--- config.mk ---
export PLATFORM = sky130hd
export DESIGN_NAME = fpgate
export DESIGN_NICKNAME = d
export VERILOG_FILES = /design/src/rtl/fpgate_pkg.sv /design/src/rtl/fpgate_cause.sv /design/src/rtl/fpgate_env_regs.sv /design/src/rtl/fpgate.sv
export SDC_FILE = /design/constraint.sdc
export NUM_CORES = 1
export LEC_CHECK = 0
export CAP_MARGIN = 20
export CORE_MARGIN = 10
export CORE_UTILIZATION = 40
export CTS_BUF_LIST = sky130_fd_sc_hd__clkbuf_8 sky130_fd_sc_hd__clkbuf_16
export DETAILED_ROUTE_END_ITERATION = 8
export HOLD_SLACK_MARGIN = 0.05
export PLACE_DENSITY_LB_ADDON = 0.2
export SLEW_MARGIN = 25
export SYNTH_ARGS = -nofsm -noshare
export SYNTH_HDL_FRONTEND = slang
export SYNTH_HIERARCHICAL = 1
export SYNTH_SLANG_ARGS = --single-unit
export TNS_END_PERCENT = 10
--- constraint.sdc ---
create_clock -name clk -period 3.1 [get_ports clk]
set_input_delay 0.31 -clock clk [delete_from_list [all_inputs] [get_ports clk]]
set_output_delay 0.31 -clock clk [all_outputs]
set_load 0.02 [all_outputs]
--- src/rtl/fpgate_pkg.sv ---
package fpgate_pkg;

  typedef enum logic [1:0] {
    CAUSE_NONE = 2'd0,
    CAUSE_UD   = 2'd1,
    CAUSE_NM   = 2'd2,
    CAUSE_MF   = 2'd3
  } cause_e;

  // Priority pick: lock beats device-off beats pending math fault.
  function automatic cause_e pick_cause(input logic lock, input logic dev_off,
                                        input logic waiting, input logic pend);
    if (lock)                return CAUSE_UD;
    else if (dev_off)        return CAUSE_NM;
    else if (waiting && pend) return CAUSE_MF;
    else                     return CAUSE_NONE;
  endfunction

  // Condition bits C3..C0 live at status positions 14, 10, 9, 8.
  function automatic logic [3:0] cond_of(input logic [15:0] stat);
    return {stat[14], stat[10], stat[9], stat[8]};
  endfunction

endpackage

--- src/rtl/fpgate_cause.sv ---
module fpgate_cause
  import fpgate_pkg::*;
#(
  parameter int EXC_N = 6
) (
  input  logic [EXC_N-1:0] stat_flags,
  input  logic [EXC_N-1:0] ctrl_masks,
  input  logic             lock,
  input  logic             em,
  input  logic             ts,
  input  logic             waiting,
  output logic             pend,
  output cause_e           cause
);

  logic [EXC_N-1:0] unmasked;

  for (genvar i = 0; i < EXC_N; i++) begin : g_exc
    assign unmasked[i] = stat_flags[i] & ~ctrl_masks[i];
  end

  assign pend  = |unmasked;
  assign cause = pick_cause(lock, em | ts, waiting, pend);

endmodule

--- src/rtl/fpgate_env_regs.sv ---
module fpgate_env_regs #(
  parameter int WORD_W = 16,
  parameter int PTR_W  = 32,
  parameter int OPC_W  = 11,
  parameter logic [WORD_W-1:0] CTRL_RST = 16'h037F,
  parameter logic [WORD_W-1:0] TAG_RST  = 16'hFFFF
) (
  input  logic              clk,
  input  logic              rst_n,
  input  logic              load_en,
  input  logic [WORD_W-1:0] in_ctrl,
  input  logic [WORD_W-1:0] in_stat,
  input  logic [WORD_W-1:0] in_tag,
  input  logic [PTR_W-1:0]  in_dptr,
  input  logic [PTR_W-1:0]  in_iptr,
  input  logic [OPC_W-1:0]  in_opc,
  output logic [WORD_W-1:0] ctrl_q,
  output logic [WORD_W-1:0] stat_q,
  output logic [WORD_W-1:0] tag_q,
  output logic [PTR_W-1:0]  dptr_q,
  output logic [PTR_W-1:0]  iptr_q,
  output logic [OPC_W-1:0]  opc_q
);

  always_ff @(posedge clk or negedge rst_n) begin
    if (!rst_n) begin
      ctrl_q <= CTRL_RST;
      stat_q <= '0;
      tag_q  <= TAG_RST;
      dptr_q <= '0;
      iptr_q <= '0;
      opc_q  <= '0;
    end else if (load_en) begin
      ctrl_q <= in_ctrl;
      stat_q <= in_stat;
      tag_q  <= in_tag;
      dptr_q <= in_dptr;
      iptr_q <= in_iptr;
      opc_q  <= in_opc;
    end
  end

endmodule

--- src/rtl/fpgate.sv ---
module fpgate
  import fpgate_pkg::*;
#(
  parameter int WORD_W = 16,
  parameter int PTR_W  = 32,
  parameter int OPC_W  = 11,
  parameter int EXC_N  = 6
) (
  input  logic              clk,
  input  logic              rst_n,
  input  logic              issue_vld,
  input  logic              ins_wait,
  input  logic              ins_lock,
  input  logic              ins_ldenv,
  input  logic              cr0_em,
  input  logic              cr0_ts,
  input  logic [WORD_W-1:0] img_ctrl,
  input  logic [WORD_W-1:0] img_stat,
  input  logic [WORD_W-1:0] img_tag,
  input  logic [PTR_W-1:0]  img_dptr,
  input  logic [PTR_W-1:0]  img_iptr,
  input  logic [OPC_W-1:0]  img_opc,
  output logic              proceed,
  output logic              fault,
  output logic [1:0]        fault_cause,
  output logic [WORD_W-1:0] ctrl_word,
  output logic [WORD_W-1:0] stat_word,
  output logic [WORD_W-1:0] tag_word,
  output logic [PTR_W-1:0]  data_ptr,
  output logic [PTR_W-1:0]  inst_ptr,
  output logic [OPC_W-1:0]  last_opc,
  output logic [3:0]        cond_bits
);

  // Named internal events, observed by the bound checker.
  logic   pend_w;
  cause_e cause_w;
  logic   go_w;
  logic   stop_w;
  logic   load_w;

  fpgate_cause #(.EXC_N(EXC_N)) u_cause (
    .stat_flags (stat_word[EXC_N-1:0]),
    .ctrl_masks (ctrl_word[EXC_N-1:0]),
    .lock       (ins_lock),
    .em         (cr0_em),
    .ts         (cr0_ts),
    .waiting    (ins_wait),
    .pend       (pend_w),
    .cause      (cause_w)
  );

  assign go_w   = issue_vld && (cause_w == CAUSE_NONE);
  assign stop_w = issue_vld && (cause_w != CAUSE_NONE);
  assign load_w = go_w && ins_ldenv;

  fpgate_env_regs #(
    .WORD_W (WORD_W),
    .PTR_W  (PTR_W),
    .OPC_W  (OPC_W)
  ) u_env (
    .clk     (clk),
    .rst_n   (rst_n),
    .load_en (load_w),
    .in_ctrl (img_ctrl),
    .in_stat (img_stat),
    .in_tag  (img_tag),
    .in_dptr (img_dptr),
    .in_iptr (img_iptr),
    .in_opc  (img_opc),
    .ctrl_q  (ctrl_word),
    .stat_q  (stat_word),
    .tag_q   (tag_word),
    .dptr_q  (data_ptr),
    .iptr_q  (inst_ptr),
    .opc_q   (last_opc)
  );

  always_ff @(posedge clk or negedge rst_n) begin
    if (!rst_n) begin
      proceed     <= 1'b0;
      fault       <= 1'b0;
      fault_cause <= CAUSE_NONE;
    end else begin
      proceed     <= go_w;
      fault       <= stop_w;
      fault_cause <= issue_vld ? cause_w : CAUSE_NONE;
    end
  end

  assign cond_bits = cond_of(stat_word[15:0]);

endmodule

# Word-level counts from Yosys, hierarchy flattened
# Cells that the tools add are included.
[op_classes]
addsub = 0
multipliers = 0
div_mod_pow = 0
magnitude_cmp = 0
n_eq_ne = 0
shift = 0
mux = 4
bitwise_logic = 13
reduce_logical = 7
[ops]
columns = ["cell", "n"]
rows = [
  ["2-to-1 mux 2 bit", 4],
  ["bitwise AND 1 bit", 6],
  ["inverter 1 bit", 6],
  ["OR reduction 6 bit", 1],
  ["logical AND 1 bit", 4],
  ["zero test 2 bit", 1],
  ["nonzero test 2 bit", 1],
  ["OR 1 bit", 1],
]
[totals]
regBits = 127
latch_bits = 0
ram_bits = 0
mem_bits_ro = 0
in_bits = 131
out_inout_bits = 131
wordCells = 33
n_memories = 0

# Longest topological paths before layout
[depth]
depth_word = 10
mapped_depth = 8
ltp_nobuf = 5

# Modules after synthesis
# Netlist, hierarchy kept.
[modules_own_cells]
columns = ["module", "n_inst", "cells_each", "area_per_inst_um2", "seq_area_each_um2"]
rows = [
  ["fpgate_env_regs", 1, 260, 4887.2, 3109.2],
  ["fpgate", 1, 13, 171.4, 100.1],
  ["fpgate_cause", 1, 16, 117.6, 0.0],
]

# Worst setup path after synthesis
# OpenSTA, ideal clock, no wires.
[synth_path]
path_type = "reg-to-reg"
start = "register u_env.ctrl_q[1]"
end = "register u_env.ctrl_q[10]"
setup_ns = 0.125
arrival_ns = 2.230
required_time_ns = 2.975
setup_slack_ns = 0.745
stages_incl_launch_ff = 9
path_buffers = 3
period_less_slack_ns = 2.355
cell_sequence = "dfstp_2 > inv_1 > a2111oi_4 > a311oi_1 > and4bb_2 > buf_6 > buf_8 > buf_6 > mux2_4"
[synth_via]
elab_chain_cells = 10
[synth_lines]
columns = ["item", "line", "rtl"]
rows = [
  ["from (decl)", "fpgate_env_regs.sv:17", "output logic [WORD_W-1:0] ctrl_q,"],
  ["from (signal assigned)", "fpgate_env_regs.sv:34", "ctrl_q <= in_ctrl;"],
  ["inverter 1 bit", "fpgate_cause.sv:19", "assign unmasked[i] = stat_flags[i] & ~ctrl_masks[i];"],
  ["bitwise AND 1 bit", "fpgate_cause.sv:19", ""],
  ["OR reduction 6 bit", "fpgate_cause.sv:22", "assign pend = |unmasked;"],
  ["logical AND 1 bit", "fpgate_pkg.sv:15", "else if (waiting && pend) return CAUSE_MF;"],
  ["2-to-1 mux 2 bit", "fpgate_pkg.sv:15", ""],
  ["2-to-1 mux 2 bit", "fpgate_pkg.sv:14", "else if (dev_off) return CAUSE_NM;"],
  ["2-to-1 mux 2 bit", "fpgate_pkg.sv:13", "if (lock) return CAUSE_UD;"],
  ["net cause_w[1]", "fpgate.sv:37", "cause_e cause_w;"],
  ["zero test 2 bit", "fpgate.sv:53", "assign go_w = issue_vld && (cause_w == CAUSE_NONE);"],
  ["logical AND 1 bit", "fpgate.sv:53", ""],
  ["logical AND 1 bit", "fpgate.sv:55", "assign load_w = go_w && ins_ldenv;"],
  ["net load_w", "fpgate.sv:40", "logic load_w;"],
]
# The timed path passes the listed nets, and every way through them passes these cells.
# A chain may end at the register's enable or synchronous reset.

# Final worst setup path
[layout_path]
start = "register u_env.ctrl_q[1]"
end = "register u_env.iptr_q[30]"
[layout_via]
elab_chain_cells = 10
[layout_lines]
columns = ["item", "line", "rtl"]
rows = [
  ["inverter 1 bit", "fpgate_cause.sv:19", ""],
  ["bitwise AND 1 bit", "fpgate_cause.sv:19", ""],
  ["OR reduction 6 bit", "fpgate_cause.sv:22", ""],
  ["logical AND 1 bit", "fpgate_pkg.sv:15", ""],
  ["2-to-1 mux 2 bit", "fpgate_pkg.sv:15", ""],
  ["2-to-1 mux 2 bit", "fpgate_pkg.sv:14", ""],
  ["2-to-1 mux 2 bit", "fpgate_pkg.sv:13", ""],
  ["net cause_w[1]", "fpgate.sv:37", ""],
  ["zero test 2 bit", "fpgate.sv:53", ""],
  ["logical AND 1 bit", "fpgate.sv:53", ""],
  ["logical AND 1 bit", "fpgate.sv:55", ""],
  ["net load_w", "fpgate.sv:40", ""],
  ["to (signal assigned)", "fpgate_env_regs.sv:38", "iptr_q <= in_iptr;"],
  ["to (decl)", "fpgate_env_regs.sv:21", "output logic [PTR_W-1:0] iptr_q,"],
]
# The timed path passes the listed nets, and every way through them passes these cells.

==> flow_summary.json <==
{
  "finalCritPeriodShare_pct": 86.37,
  "synth_fp_nets": 419,
  "worst-path-buf-inv": 2,
  "cpMaxStageDelayCell": "and4bb_4",
  "syn_avg_cell_area_um2": 17.96,
  "reg2regPathDepth": 6,
  "dieArea_um2": 17880,
  "h-tree-depth": 4,
  "synth_warnings": 6,
  "start_kind": "register",
  "max_slew.worst_pin.slew_ns": 0.8524,
  "drt-wirelength-per-cell_um": 20.40,
  "crit_chain": "inv_1 -> a2111oi_4 -> a311oi_1 -> and4bb_4 -> buf_4 -> mux2_2",
  "worstPathArrival_ns": 2.97,
  "worst_ep_required_time_ns": 3.39,
  "relSlewSlack_pct": 43.17,
  "hold-worst-slack_ns": 0.5039,
  "critical-path-top-delay-family": "simple AND/OR/NAND/NOR gates",
  "wirelength_um": 15200,
  "placed_cell_area_um2": 7959,
  "finalSetupTns_ns": 0,
  "hold_class": "register to register",
  "port_buffers": 261,
  "critPathMaxFanout": 17,
  "final_core_util_pct": 67.97,
  "rr_endpoint": "u_env/iptr_q[30]",
  "ir_drop_mv": 0.5439,
  "ff2ff_setup_slack_ns": 0.42,
  "powerDensity_nw_per_um2": 835.5,
  "max_freq_mhz": 373.5,
  "numClockSinks": 127,
  "num_vias": 3455,
  "status": "complete, no violations",
  "drv_cap": 0,
  "maxSlewViolCount": 0,
  "layout.nets": 691,
  "drive_gt1_share_pct": 33.33,
  "setup_viol": 0,
  "clk_latency_ns": 0.41,
  "ant_nets": 0,
  "dieWidth_um": 133.7,
  "fp-row-count": 41,
  "synthesis.area_um2": 5172,
  "rsz0062_at_grt": "false",
  "area_growth_pct": 65.82,
  "r2r-start": "u_env/ctrl_q[1]",
  "root_buffer": "clkbuf_16",
  "hold_start": "u_env/iptr_q[25]",
  "die_y_um": 133.7,
  "grt-ovfl-total": 0,
  "first_global_vias": 3996,
  "diodes": 0,
  "worst_hold_path.num_cells": 1,
  "initial_core_util_pct": 40.99,
  "power_w": 0.007166,
  "post_cts_buffers": 0,
  "crit_path_end_kind": "register",
  "grt_max_degree": 68,
  "antenna_found_initial": 0,
  "final_hold_viol_count": 0,
  "period_needed_ns": 2.677,
  "initialDrtViolationCount": 77,
  "via_per_inst": 4.638,
  "numCtsBuffers": 17,
  "leakagePower_nw": 3.618,
  "pin_count": 262,
  "grt_use_total_pct": 17.10,
  "place_hpwl_um": 11730,
  "worstSetupPathType": "register to register",
  "drc": 0,
  "worst_path_largest_cell_delay_ns": 0.65,
  "clkSlewWorstSetupHoldPaths_ns": 0.06,
  "core_um2": 12620,
  "synthCells": 288,
  "cts_buffer_depth": 2,
  "gp_congestion": 0.7840,
  "drtPass1Iterations": 4,
  "cts_tree": "yes",
  "hold_end": "u_env/iptr_q[25]",
  "grt_pass1_wl_um": 23380,
  "fin_skew_ns": 0.008428,
  "final_area_um2": 8577
}
==> layout make-up <==
type	instances	area, µm²
fillers	906	4043
clock inverters	8	86.33
well taps	172	215.2
inverters	2	7.507
multi-input cells	141	1799
clock buffers	24	521.8
repair buffers	271	2738
flip-flops and latches	127	3209
==> sequential cells by signal, summed over array words and instances, names as in the netlist <==
register and flops:
u_env/opc_q 11, u_env/stat_q 16, u_env/tag_q 16, proceed 1, u_env/dptr_q 32, fault 1, u_env/ctrl_q 16, fault_cause 2
u_env/iptr_q 32
==> timing repair <==
action / CTS / global route
hold buffers: 1 / 0
resized for setup: 0 / 0
endpoints found under the hold margin: 31 / 0
setup endpoints to repair: 0 / 0
==> how the worst max path moves through the flow <==
stage / start / to / slack [ns] / depth (start not counted)
floorplan: u_env/ctrl_q[1] / u_env/ctrl_q[10] / 0.78 / 8
global placement: u_env/ctrl_q[1] / u_env/iptr_q[22] / 0.57 / 6
detailed placement: u_env/ctrl_q[1] / u_env/iptr_q[30] / 0.49 / 6
CTS: u_env/ctrl_q[1] / u_env/iptr_q[30] / 0.38 / 6
global route: u_env/ctrl_q[1] / u_env/iptr_q[30] / 0.30 / 6
finish: u_env/ctrl_q[1] / u_env/iptr_q[30] / 0.42 / 6
==> through the flow <==
stage / setup WS (ns) / cells
finish: 0.4226 / 745
detailed placement: 0.4865 / 712
global route: 0.2970 / 745
CTS: 0.3831 / 745
global placement: 0.5675 / 712
floorplan: 0.7773 / 288
==> layer usage <==
metal / GRT usage (%) / vias up / routed length, µm
li1: - / 1554 / -
met1: 17.63 / 1741 / 5542
met2: 29.71 / 139 / 8161
met3: 7.218 / 21 / 1188
met4: 7.437 / 0 / 308
met5: 0 / - / 0
==> where the power goes <==
group | internal (W) | leakage [nW] | switching (W)
Clock | 0.00132 | 0.316 | 0.000669
Sequential | 0.00221 | 1.49 | 0.000284
Combinational | 0.00152 | 1.82 | 0.00116
Total | 0.00505 | 3.62 | 0.00212
==> worst register-to-register path, cell delays in order, from the launching register on <==
cell and delay, ns:
dfstp_2 0.55, inv_1 0.07, a2111oi_4 0.39, a311oi_1 0.23, and4bb_4 0.65, buf_4 0.30
mux2_2 0.38
==> cells in the final DEF (no fill, tap or decap), drive strengths merged <==
master / count
dfrtp: 102
nor3: 1
nor2b: 5
o211ai: 2
nand2: 1
dfstp: 25
inv: 5
clkdlybuf4s50: 260
a311oi: 1
bufinv: 2
mux2: 123
nor2: 2
o21a: 1
and2: 2
nor3b: 1
buf: 10
a2111oi: 1
clkinv: 3
and4bb: 1
dlygate4sd3: 1
clkbuf: 24
(Power assumes the default switching activity.)
